`config.mk`:
```
export PLATFORM = sky130hd
export DESIGN_NAME = rr_irq_dispatch
export DESIGN_NICKNAME = d
export VERILOG_FILES = /design/src/rtl/rrd_pkg.sv /design/src/rtl/rrd_mask_bank.sv /design/src/rtl/rrd_pend_gate.sv /design/src/rtl/rrd_casc_map.sv /design/src/rtl/rrd_scan.sv /design/src/rtl/rr_irq_dispatch.sv
export SDC_FILE = /design/constraint.sdc
export NUM_CORES = 1
export LEC_CHECK = 0
export BUFFER_PORTS_ARGS = -buffer_cell sky130_fd_sc_hd__buf_2
export CORE_MARGIN = 5
export CORE_UTILIZATION = 23
export CTS_BUF_LIST = sky130_fd_sc_hd__clkbuf_2 sky130_fd_sc_hd__clkbuf_4 sky130_fd_sc_hd__clkbuf_8
export DETAILED_ROUTE_END_ITERATION = 10
export SETUP_SLACK_MARGIN = 0.3
export SLEW_MARGIN = 20
export SYNTH_ARGS = -nofsm -noshare
export SYNTH_HDL_FRONTEND = slang
export SYNTH_SLANG_ARGS = --single-unit
```
`constraint.sdc`:
```
create_clock -name clk -period 6 [get_ports clk]
set_input_delay 1.5 -clock clk [delete_from_list [all_inputs] [get_ports clk]]
set_output_delay 1.5 -clock clk [all_outputs]
set_load 0.005 [all_outputs]
```
`src/rtl/rrd_pkg.sv`:
```
`timescale 1ns/1ps
package rrd_pkg;

    localparam int unsigned WORD_W = 32;

    // Position of source idx inside a word-reversed vector of nw words.
    function automatic int unsigned reg_pos(input int unsigned idx, input int unsigned nw);
        return (((idx / WORD_W) ^ (nw - 1)) * WORD_W) + (idx % WORD_W);
    endfunction

endpackage

```
`src/rtl/rrd_mask_bank.sv`:
```
`timescale 1ns/1ps
module rrd_mask_bank #(
    parameter int unsigned NSRC = 64,
    parameter int unsigned NCTX = 2
) (
    input  logic                       clk,
    input  logic                       rst_n,
    input  logic                       wr_en,
    input  logic                       wr_unmask,
    input  logic [$clog2(NSRC)-1:0]    wr_src,
    input  logic [NCTX-1:0]            online,
    input  logic [NCTX-1:0]            aff,
    output logic [NCTX*NSRC-1:0]       mask_o
);
    import rrd_pkg::*;

    localparam int unsigned NW = NSRC / WORD_W;
    localparam int unsigned PW = $clog2(NSRC);

    typedef struct packed {
        logic [NCTX-1:0][NSRC-1:0] m;
    } bank_t;

    bank_t bank_d, bank_q;
    logic [PW-1:0] wpos;

    always_comb begin
        wpos   = PW'(reg_pos(32'(wr_src), NW));
        bank_d = bank_q;
        if (wr_en) begin
            for (int c = 0; c < int'(NCTX); c++) begin
                bank_d.m[c][wpos] = wr_unmask & online[c] & aff[c];
            end
        end
    end

    always_ff @(posedge clk or negedge rst_n) begin
        if (!rst_n) bank_q <= '0;
        else        bank_q <= bank_d;
    end

    assign mask_o = bank_q.m;

endmodule

```
`src/rtl/rrd_pend_gate.sv`:
```
`timescale 1ns/1ps
module rrd_pend_gate #(
    parameter int unsigned NSRC = 64,
    parameter int unsigned NCTX = 2
) (
    input  logic [NSRC-1:0]       stat_i,
    input  logic [NCTX*NSRC-1:0]  mask_i,
    output logic [NCTX*NSRC-1:0]  pend_o
);
    import rrd_pkg::*;

    localparam int unsigned NW = NSRC / WORD_W;

    for (genvar c = 0; c < int'(NCTX); c++) begin : g_ctx
        for (genvar w = 0; w < int'(NW); w++) begin : g_word
            assign pend_o[c*NSRC + w*WORD_W +: WORD_W] =
                stat_i[w*WORD_W +: WORD_W] & mask_i[c*NSRC + w*WORD_W +: WORD_W];
        end
    end

endmodule

```
`src/rtl/rrd_casc_map.sv`:
```
`timescale 1ns/1ps
module rrd_casc_map #(
    parameter int unsigned NSRC    = 64,
    parameter bit          CASC_EN = 1'b1,
    parameter int unsigned CASC_LO = 40,
    parameter int unsigned CASC_HI = 45
) (
    input  logic [$clog2(NSRC)-1:0] src_i,
    output logic [$clog2(NSRC)-1:0] num_o,
    output logic                    ext_o
);
    localparam int unsigned IW = $clog2(NSRC);

    if (CASC_EN) begin : g_casc
        logic in_win;
        assign in_win = (src_i >= IW'(CASC_LO)) && (src_i <= IW'(CASC_HI));
        assign num_o  = in_win ? (src_i - IW'(CASC_LO)) : src_i;
        assign ext_o  = in_win;
    end else begin : g_flat
        assign num_o = src_i;
        assign ext_o = 1'b0;
    end

endmodule

```
`src/rtl/rrd_scan.sv`:
```
`timescale 1ns/1ps
module rrd_scan #(
    parameter int unsigned NSRC    = 64,
    parameter bit          CASC_EN = 1'b1,
    parameter int unsigned CASC_LO = 40,
    parameter int unsigned CASC_HI = 45
) (
    input  logic                    clk,
    input  logic                    rst_n,
    input  logic [NSRC-1:0]         pend_i,
    input  logic                    ack_i,
    output logic                    vld_o,
    output logic [$clog2(NSRC)-1:0] idx_o,
    output logic                    ext_o
);
    import rrd_pkg::*;

    localparam int unsigned NW = NSRC / WORD_W;
    localparam int unsigned IW = $clog2(NSRC);

    typedef struct packed {
        logic [IW-1:0] ptr;
        logic          vld;
        logic [IW-1:0] idx;
        logic          ext;
    } scan_t;

    scan_t         st_d, st_q;
    logic [IW-1:0] ppos;
    logic          any_pend;
    logic          hit;
    logic [IW-1:0] map_num;
    logic          map_ext;

    rrd_casc_map #(
        .NSRC(NSRC), .CASC_EN(CASC_EN), .CASC_LO(CASC_LO), .CASC_HI(CASC_HI)
    ) u_map (
        .src_i (st_q.ptr),
        .num_o (map_num),
        .ext_o (map_ext)
    );

    always_comb begin
        ppos     = IW'(reg_pos(32'(st_q.ptr), NW));
        any_pend = |pend_i;
        hit      = pend_i[ppos];
        st_d     = st_q;
        if (st_q.vld) begin
            if (ack_i) st_d.vld = 1'b0;
        end else if (any_pend) begin
            // power-of-two source count: the add wraps modulo NSRC
            st_d.ptr = st_q.ptr + 1'b1;
            if (hit) begin
                st_d.vld = 1'b1;
                st_d.idx = map_num;
                st_d.ext = map_ext;
            end
        end
    end

    always_ff @(posedge clk or negedge rst_n) begin
        if (!rst_n) st_q <= '0;
        else        st_q <= st_d;
    end

    assign vld_o = st_q.vld;
    assign idx_o = st_q.idx;
    assign ext_o = st_q.ext;

endmodule

```
`src/rtl/rr_irq_dispatch.sv`:
```
`timescale 1ns/1ps
module rr_irq_dispatch #(
    parameter int unsigned NSRC    = 64,
    parameter int unsigned NCTX    = 2,
    parameter bit          CASC_EN = 1'b1,
    parameter int unsigned CASC_LO = 40,
    parameter int unsigned CASC_HI = 45
) (
    input  logic                         clk,
    input  logic                         rst_n,
    input  logic [NSRC-1:0]              stat_i,
    input  logic                         wr_en_i,
    input  logic                         wr_unmask_i,
    input  logic [$clog2(NSRC)-1:0]      wr_src_i,
    input  logic [NCTX-1:0]              online_i,
    input  logic [NCTX-1:0]              aff_i,
    input  logic [NCTX-1:0]              ack_i,
    output logic [NCTX-1:0]              vld_o,
    output logic [NCTX*$clog2(NSRC)-1:0] idx_o,
    output logic [NCTX-1:0]              ext_o
);
    localparam int unsigned IW = $clog2(NSRC);

    logic [NCTX*NSRC-1:0] mask_w;
    logic [NCTX*NSRC-1:0] pend_w;

    rrd_mask_bank #(.NSRC(NSRC), .NCTX(NCTX)) u_bank (
        .clk       (clk),
        .rst_n     (rst_n),
        .wr_en     (wr_en_i),
        .wr_unmask (wr_unmask_i),
        .wr_src    (wr_src_i),
        .online    (online_i),
        .aff       (aff_i),
        .mask_o    (mask_w)
    );

    rrd_pend_gate #(.NSRC(NSRC), .NCTX(NCTX)) u_gate (
        .stat_i (stat_i),
        .mask_i (mask_w),
        .pend_o (pend_w)
    );

    for (genvar c = 0; c < int'(NCTX); c++) begin : g_scan
        rrd_scan #(
            .NSRC(NSRC), .CASC_EN(CASC_EN), .CASC_LO(CASC_LO), .CASC_HI(CASC_HI)
        ) u_scan (
            .clk    (clk),
            .rst_n  (rst_n),
            .pend_i (pend_w[c*NSRC +: NSRC]),
            .ack_i  (ack_i[c]),
            .vld_o  (vld_o[c]),
            .idx_o  (idx_o[c*IW +: IW]),
            .ext_o  (ext_o[c])
        );
    end

endmodule

```
==> impl_metrics.toml, run 1 <==
[final_layout]
fillers = 4031
seqCellArea_mm2 = 0.003904
stdcell_area_mm2 = 0.009894
drive_gt1_share_pct = 31.80
synthToLayoutAreaGrowth_pct = 14.33
multiInputGateArea_mm2 = 0.004383
final_nets = 991

[timing]
slew-limit-headroom_pct = 34.23
post-route-min-period_ns = 3.123
clock_skew_ns = 0.02235
setup_slack_ns = 2.877
setup_violations = 0
fin_tns_setup_ns = 0
max_freq_mhz = 320.3
worstMarginPinSlew_ns = 0.9866
grt_setup_unrepaired = "false"
hold_viol_final = 0
hold_slack_ns = 0.5114
min_period_over_period_pct = 52.04
slew_viol_final = 0

[drt]
via_per_inst = 4.920
drcViolationCount = 0
dr.pass1.iters = 6
wl_per_cell_um = 22.38
drt-total-wl_um = 31870
drtIter0Drc = 696
via_count = 7006
ant_nets = 0

[worst_setup_path]
critPathSlowestCell = "mux4_1"
cp.buffers_inverters = 1
cp.required_ns = 6.37
critical_path_class = "in2reg"
worstSetupEndpointType = "flop"
reg2reg_slack_ns = 2.89
cp-start-kind = "input port"
cp.arrival_ns = 3.49
cp_top_family = "multiplexers"
worstPathMaxFanout = 8
worstPathCellList = "buf_2 > nand2_1 > mux4_1 > nor2_1 > nor3_1 > o21ai_1 > o2111ai_4 > mux2_2"
cpPeakStageDelay_ns = 0.58

[floorplan]
ioPinCount = 96
core_mm2 = 0.03740
fp-row-count = 71
die_area_mm2 = 0.04161
die_h_um = 204.0
die_w_um = 204.0
start_util_pct = 23.14

[grt]
first_global_vias = 7112
grt_use_total_pct = 15.19
grt-ovfl-total = 0
grt_pass1_wl_um = 46890
grt_max_degree = 148
antenna_found_initial = 2

[place]
dp_hpwl_um = 24870
placed_area_mm2 = 0.009522
place_ws_ns = 2.421
gp_congestion = 0.9715
port_buffers = 95

[clock_network]
cts_buffers = 17
postCtsHoldBufs = 0
cts_tree = "built"
cts_resized = 0
clock_sinks = 156
cts_setup_buffers = 0
h-tree-depth = 4
cts-root-buf = "clkbuf_8"
clkLatencyLatePin_ns = 0.49
clockBufferDepth = 2
path_clk_slew_ns = 0.09

[hold_path]
hp-class = "reg2reg"

[yosys]
ys.flop_type = "dfrtp_1"
syn_area_per_cell_um2 = 10.40
async_flop_share_pct = 100.0
synth_cell_type_count = 52
netlist_instances = 832
ys_seq_area_share_pct = 45.11
synthSimpleGateAreaFrac_pct = 17.94
synth_top_family_by_area = "multiplexers"
synth_fp_nets = 924
synth-edff-count = 0
netlist_area_mm2 = 0.008655
netlist.area_leader.share_pct = 45.11
synth_compound_area_share_pct = 7.214
synth-xor-area-share_pct = 1.012
synth_top_area_cell = "dfrtp_1"
synth_fa_ha_area_share_pct = 1.735
yosysWarnings = 0
yosys_register_bits = 156
synth_top_cells_by_area = "dfrtp_1 (45%), mux2_2 (18%), nand2_1 (6.6%), nand3_1 (2.5%), nor2_1 (2.2%)"
synthMuxAreaShare_pct = 22.71

[status]
status = "finished clean"

[power_and_ir_drop]
power.leakage_uw = 0.004336
pwr_density_cell_mw_per_mm2 = 318.3
vdd_ir_drop_max_v = 0.0001734

[flow_run]
cap_violations = 0
[flip-flops by register name (all words and copies together), names as in the netlist]
| register | cells |
|---|---|
| g_scan.u_scan.ext_o | 2 |
| g_scan.u_scan.idx_o | 12 |
| g_scan.u_scan.st_q | 12 |
| g_scan.u_scan.vld_o | 2 |
| u_bank.mask_o | 128 |
[worst paths after layout]
| path | from | end | cells after the start |
|---|---|---|---|
| max | stat_i[49] | g_scan[1].u_scan.idx_o[4]$_DFFE_PN0P_ | 8 |
| min | u_bank.mask_o[58]$_DFFE_PN0P_ | u_bank.mask_o[58]$_DFFE_PN0P_ | 1 |
| max reg2reg | g_scan[0].u_scan.st_q[9]$_DFFE_PN0P_ | g_scan[0].u_scan.idx_o[3]$_DFFE_PN0P_ | 6 |
| min reg2reg | u_bank.mask_o[58]$_DFFE_PN0P_ | u_bank.mask_o[58]$_DFFE_PN0P_ | 1 |
| max in group asynchronous | rst_n | u_bank.mask_o[100]$_DFFE_PN0P_ | 2 |
| min in group asynchronous | rst_n | g_scan[1].u_scan.idx_o[4]$_DFFE_PN0P_ | 1 |
[metal layers]
metal	track usage, %	part of all wire [%]	vias to the layer above
met5	0	0.041	-
met4	3.877	2.2	2
met3	5.094	9.6	48
met2	22.48	43	334
met1	21.42	45	3508
li1	-	-	3114
[per-stage QoR]
stage | cells | utilization (%) | power, uW
CTS | 1423 | 26.45 | 3152
global route | 1423 | 26.45 | 3322
global placement | 1391 | 25.46 | 2366
detailed placement | 1391 | 25.46 | 2373
finish | 1424 | 26.46 | 3149
floorplan | 832 | - | 2090
[area by class of cell]
cell class,instances,area share [%]
clock inverter,14,1.239
sequential,156,39.45
inverter,17,0.6449
timing repair buffer,100,5.374
antenna,1,0.02529
clock buffer,18,2.504
tap,511,6.462
multi-input combinational,607,44.30
[cells in the final DEF (no fill, tap or decap), drive strengths merged, types with 15 or more instances in the layout]
master	netlist	layout
a22oi	15	15
nand3	44	44
inv	15	25
dfrtp	156	156
nand2	152	152
o21ai	31	31
nand4	29	29
buf	27	100
mux2	138	138
nor2	50	50
clkbuf	25	18
[kinds of logic after synthesis]
kind of cell,Yosys count
compound gates,92
xor+xnor,10
fa+ha+maj,12
buf+inv,69
flops,156
mux,159
simple gates,334
[cells in the mapped netlist (4+ instances only)]
master and number:
nand3_1 44, buf_2 5, nand2_1 152, nor3_1 5, o211ai_1 5, nor4_1 10
mux4_1 7, and3_1 6, mux2_2 138, dfrtp_1 156, a21oi_1 9, buf_4 16
nand2b_1 4, ha_1 12, buf_6 6, xnor2_1 10, nand3b_1 10, a31oi_1 5
or2_2 6, o22ai_1 8, a22oi_1 15, o21ai_0 28, nand4_1 29, mux2i_1 7
nor2_1 50, inv_1 13, mux4_2 7, and2_1 6, clkbuf_1 25
[worst register-to-register path: stages, from the launching register on]
cell      delay (ns)
dfrtp_1         1.00
clkinv_1        0.58
or2_2           0.43
nand4_1         0.13
nand3_1         0.15
a21boi_4        0.33
mux2_2          0.38
[report_power, final]
group	switching [uW]	leakage (uW)	internal [uW]
clock	462	0.000190	314
combinational	560	0.00204	405
sequential	229	0.00211	1180
(Power assumes the default switching activity.)
==> run 2: changes to the inputs <==
--- a/config.mk
+++ b/config.mk
@@ -5,6 +5,7 @@
 export SDC_FILE = /design/constraint.sdc
 export NUM_CORES = 1
 export LEC_CHECK = 0
+export ABC_AREA = 1
 export BUFFER_PORTS_ARGS = -buffer_cell sky130_fd_sc_hd__buf_2
 export CORE_MARGIN = 5
 export CORE_UTILIZATION = 23
==> constraint.sdc (replaced) <==
create_clock -name clk -period 3.2 [get_ports clk]
set_input_delay 0.8 -clock clk [delete_from_list [all_inputs] [get_ports clk]]
set_output_delay 0.8 -clock clk [all_outputs]
set_load 0.005 [all_outputs]
==> impl_metrics.toml, run 2 <==
[timing]
clock_skew_ns = 0.02569
max_freq_mhz = 414.5
setup_violations = 0
post-route-min-period_ns = 2.413
hold_viol_final = 0
slew_viol_final = 0
worstMarginPinSlew_ns = 0.8749
min_period_over_period_pct = 75.40
grt_setup_unrepaired = "false"
slew-limit-headroom_pct = 41.67
setup_slack_ns = 0.7872
fin_tns_setup_ns = 0

[grt]
gr-usage-met2_pct = 24.21
grt_use_total_pct = 15.52
first_global_vias = 8181
use_met3_pct = 4.432
antenna_found_initial = 6
grt_pass1_wl_um = 49380
top_usage_layer = "met2"
grt_max_degree = 65
grt_use_met1_pct = 21.09
grt-ovfl-total = 0

[drt]
drtIter0Drc = 848
drcViolationCount = 0
drt-total-wl_um = 32940
ant_nets = 0
wl_per_cell_um = 18.35
dr.pass1.iters = 5
via_per_inst = 4.848
via_count = 8702

[power_and_ir_drop]
fin_total_pwr_uw = 6987
pwr_density_cell_mw_per_mm2 = 690.0
power.leakage_uw = 0.004678
vdd_ir_drop_max_v = 0.0003733

[clock_network]
cts_setup_buffers = 0
clockBufferDepth = 2
cts-root-buf = "clkbuf_8"
h-tree-depth = 4
postCtsHoldBufs = 0
path_clk_slew_ns = 0.10
cts_tree = "built"
clock_sinks = 156
cts_buffers = 17
cts_resized = 0
clkLatencyLatePin_ns = 0.50

[final_layout]
final_util_pct = 26.88
drive_gt1_share_pct = 14.05
fillers = 4201
largest_reg_flops = 128
layout_common_cells = "nand2_1 (467), dfrtp_1 (156), nand3_1 (121)"
final_common_cell = "nand2_1"
synthToLayoutAreaGrowth_pct = 15.65
final_nets = 1360

[hold_path]
hp-class = "in2async"

[worst_setup_path]
cp_top_family = "simple AND/OR/NAND/NOR gates"
cp.buffers_inverters = 2
cp.required_ns = 3.59
cp-start-kind = "flop"
reg2reg_depth = 13
timing.rr.start = "g_scan[0].u_scan.st_q[9]$_DFFE_PN0P_"
worstPathMaxFanout = 12
cpMostUsedCell = "nand2_1"
reg2reg_to = "g_scan[0].u_scan.idx_o[2]$_DFFE_PN0P_"
worstPathCellList = "nand2_2 > inv_2 > nand3_1 > nand3_1 > nand3_1 > nand2_1 > nand2_1 > nand2_1 > inv_2 > nand2_4 > nand2_4 > nand2_1 > nand2_1"
worstSetupEndpointType = "flop"
cpPeakStageDelay_ns = 0.70
critPathSlowestCell = "dfrtp_1"
critical_path_class = "reg2reg"
cp.arrival_ns = 2.80
reg2reg_slack_ns = 0.79

[yosys]
netlist_area_mm2 = 0.008756
synth_top_cells_by_area = "dfrtp_1 (45%), nand2_1 (20%), nand3_1 (7.0%), o21ai_0 (5.7%), nor2_1 (4.6%)"
synth_common_cells = "nand2_1 (467), dfrtp_1 (156), nand3_1 (123)"
synth_most_common_cell = "nand2_1"
synth-edff-count = 0
yosysWarnings = 0
synth_fp_nets = 1281
syn_area_per_cell_um2 = 7.364
async_flop_share_pct = 100.0
synth_top_area_cell = "dfrtp_1"
yosys_register_bits = 156
netlist.area_leader.share_pct = 44.58
synth_cell_type_count = 30
ys_seq_area_share_pct = 44.58
ys.flop_type = "dfrtp_1"
netlist_instances = 1189

[place]
place_ws_ns = 0.6434
dp_hpwl_um = 23870
gp_congestion = 0.9054
port_buffers = 95

[floorplan]
start_util_pct = 23.25
die_area_mm2 = 0.04207
die_w_um = 205.1
die_h_um = 205.1
ioPinCount = 96
fp-row-count = 71
core_mm2 = 0.03767

[flow_run]
cap_violations = 0

[status]
status = "finished clean"
run 2: worst reg2reg max path, cell delays in order, from the launching register on:
cell     delay, ns
dfrtp_1       0.70
nand2_2       0.39
inv_2         0.30
nand3_1       0.10
nand3_1       0.11
nand3_1       0.10
nand2_1       0.11
nand2_1       0.06
nand2_1       0.08
inv_2         0.05
nand2_4       0.10
nand2_4       0.09
nand2_1       0.08
nand2_1       0.04
run 2: worst max-delay path by stage:
| stage | startpoint | endpoint | slack [ns] | depth (start not counted) |
|---|---|---|---|---|
| finish | g_scan[0].u_scan.st_q[9]$_DFFE_PN0P_ | g_scan[0].u_scan.idx_o[2]$_DFFE_PN0P_ | 0.79 | 13 |
| global route | g_scan[0].u_scan.st_q[9]$_DFFE_PN0P_ | g_scan[0].u_scan.idx_o[0]$_DFFE_PN0P_ | 0.70 | 13 |
| CTS | g_scan[0].u_scan.st_q[9]$_DFFE_PN0P_ | g_scan[0].u_scan.idx_o[4]$_DFFE_PN0P_ | 0.84 | 13 |
| detailed placement | stat_i[49] | g_scan[0].u_scan.st_q[8]$_DFFE_PN0P_ | 0.64 | 10 |
| global placement | stat_i[49] | g_scan[0].u_scan.st_q[9]$_DFFE_PN0P_ | 0.69 | 10 |
| floorplan | stat_i[43] | g_scan[0].u_scan.st_q[10]$_DFFE_PN0P_ | 1.21 | 7 |
run 2: kinds of logic after synthesis:
| logic type | after synthesis | synth area share, % |
|---|---|---|
| simple gates | 763 | 38.05 |
| compound gates | 161 | 9.703 |
| flops | 156 | 44.58 |
| buf+inv | 88 | 5.044 |
| fa+ha+maj | 12 | 1.715 |
| xor+xnor | 9 | 0.9003 |
run 2: final cells by class:
class / instances / area (um^2) / share of cell area (%)
multi-input combinational: 945 / 4428 / 43.73
sequential: 156 / 3904 / 38.55
tap: 511 / 639.4 / 6.314
timing repair buffer: 109 / 599.3 / 5.919
clock buffer: 17 / 234.0 / 2.311
clock inverter: 15 / 165.2 / 1.631
inverter: 39 / 148.9 / 1.470
antenna: 3 / 7.507 / 0.07414
run 2: per-stage QoR:
step / hold slack, ns / instance area (um^2) / cells
2_1_floorplan: 0.4431 / 8756 / 1189
3_3_place_gp: 0.4572 / 9719 / 1760
3_5_place_dp: 0.4548 / 9719 / 1760
4_1_cts: 0.2937 / 10120 / 1792
5_1_grt: 0.3252 / 10120 / 1794
6_report: 0.2834 / 10130 / 1795
run 2: layer usage:
layer	vias to the layer above	wire length, um
met1	4170	14480
li1	4093	-
met2	376	14890
met4	6	656
met3	57	2882
met5	-	33
run 2: report_power, final:
group          switching, uW  leakage [uW]  internal [uW]  total [uW]
combinational           2060       0.00238            863        2930
sequential               284       0.00210           2240        2520
clock                    942      0.000200            593        1540
total                   3290       0.00468           3700        6990
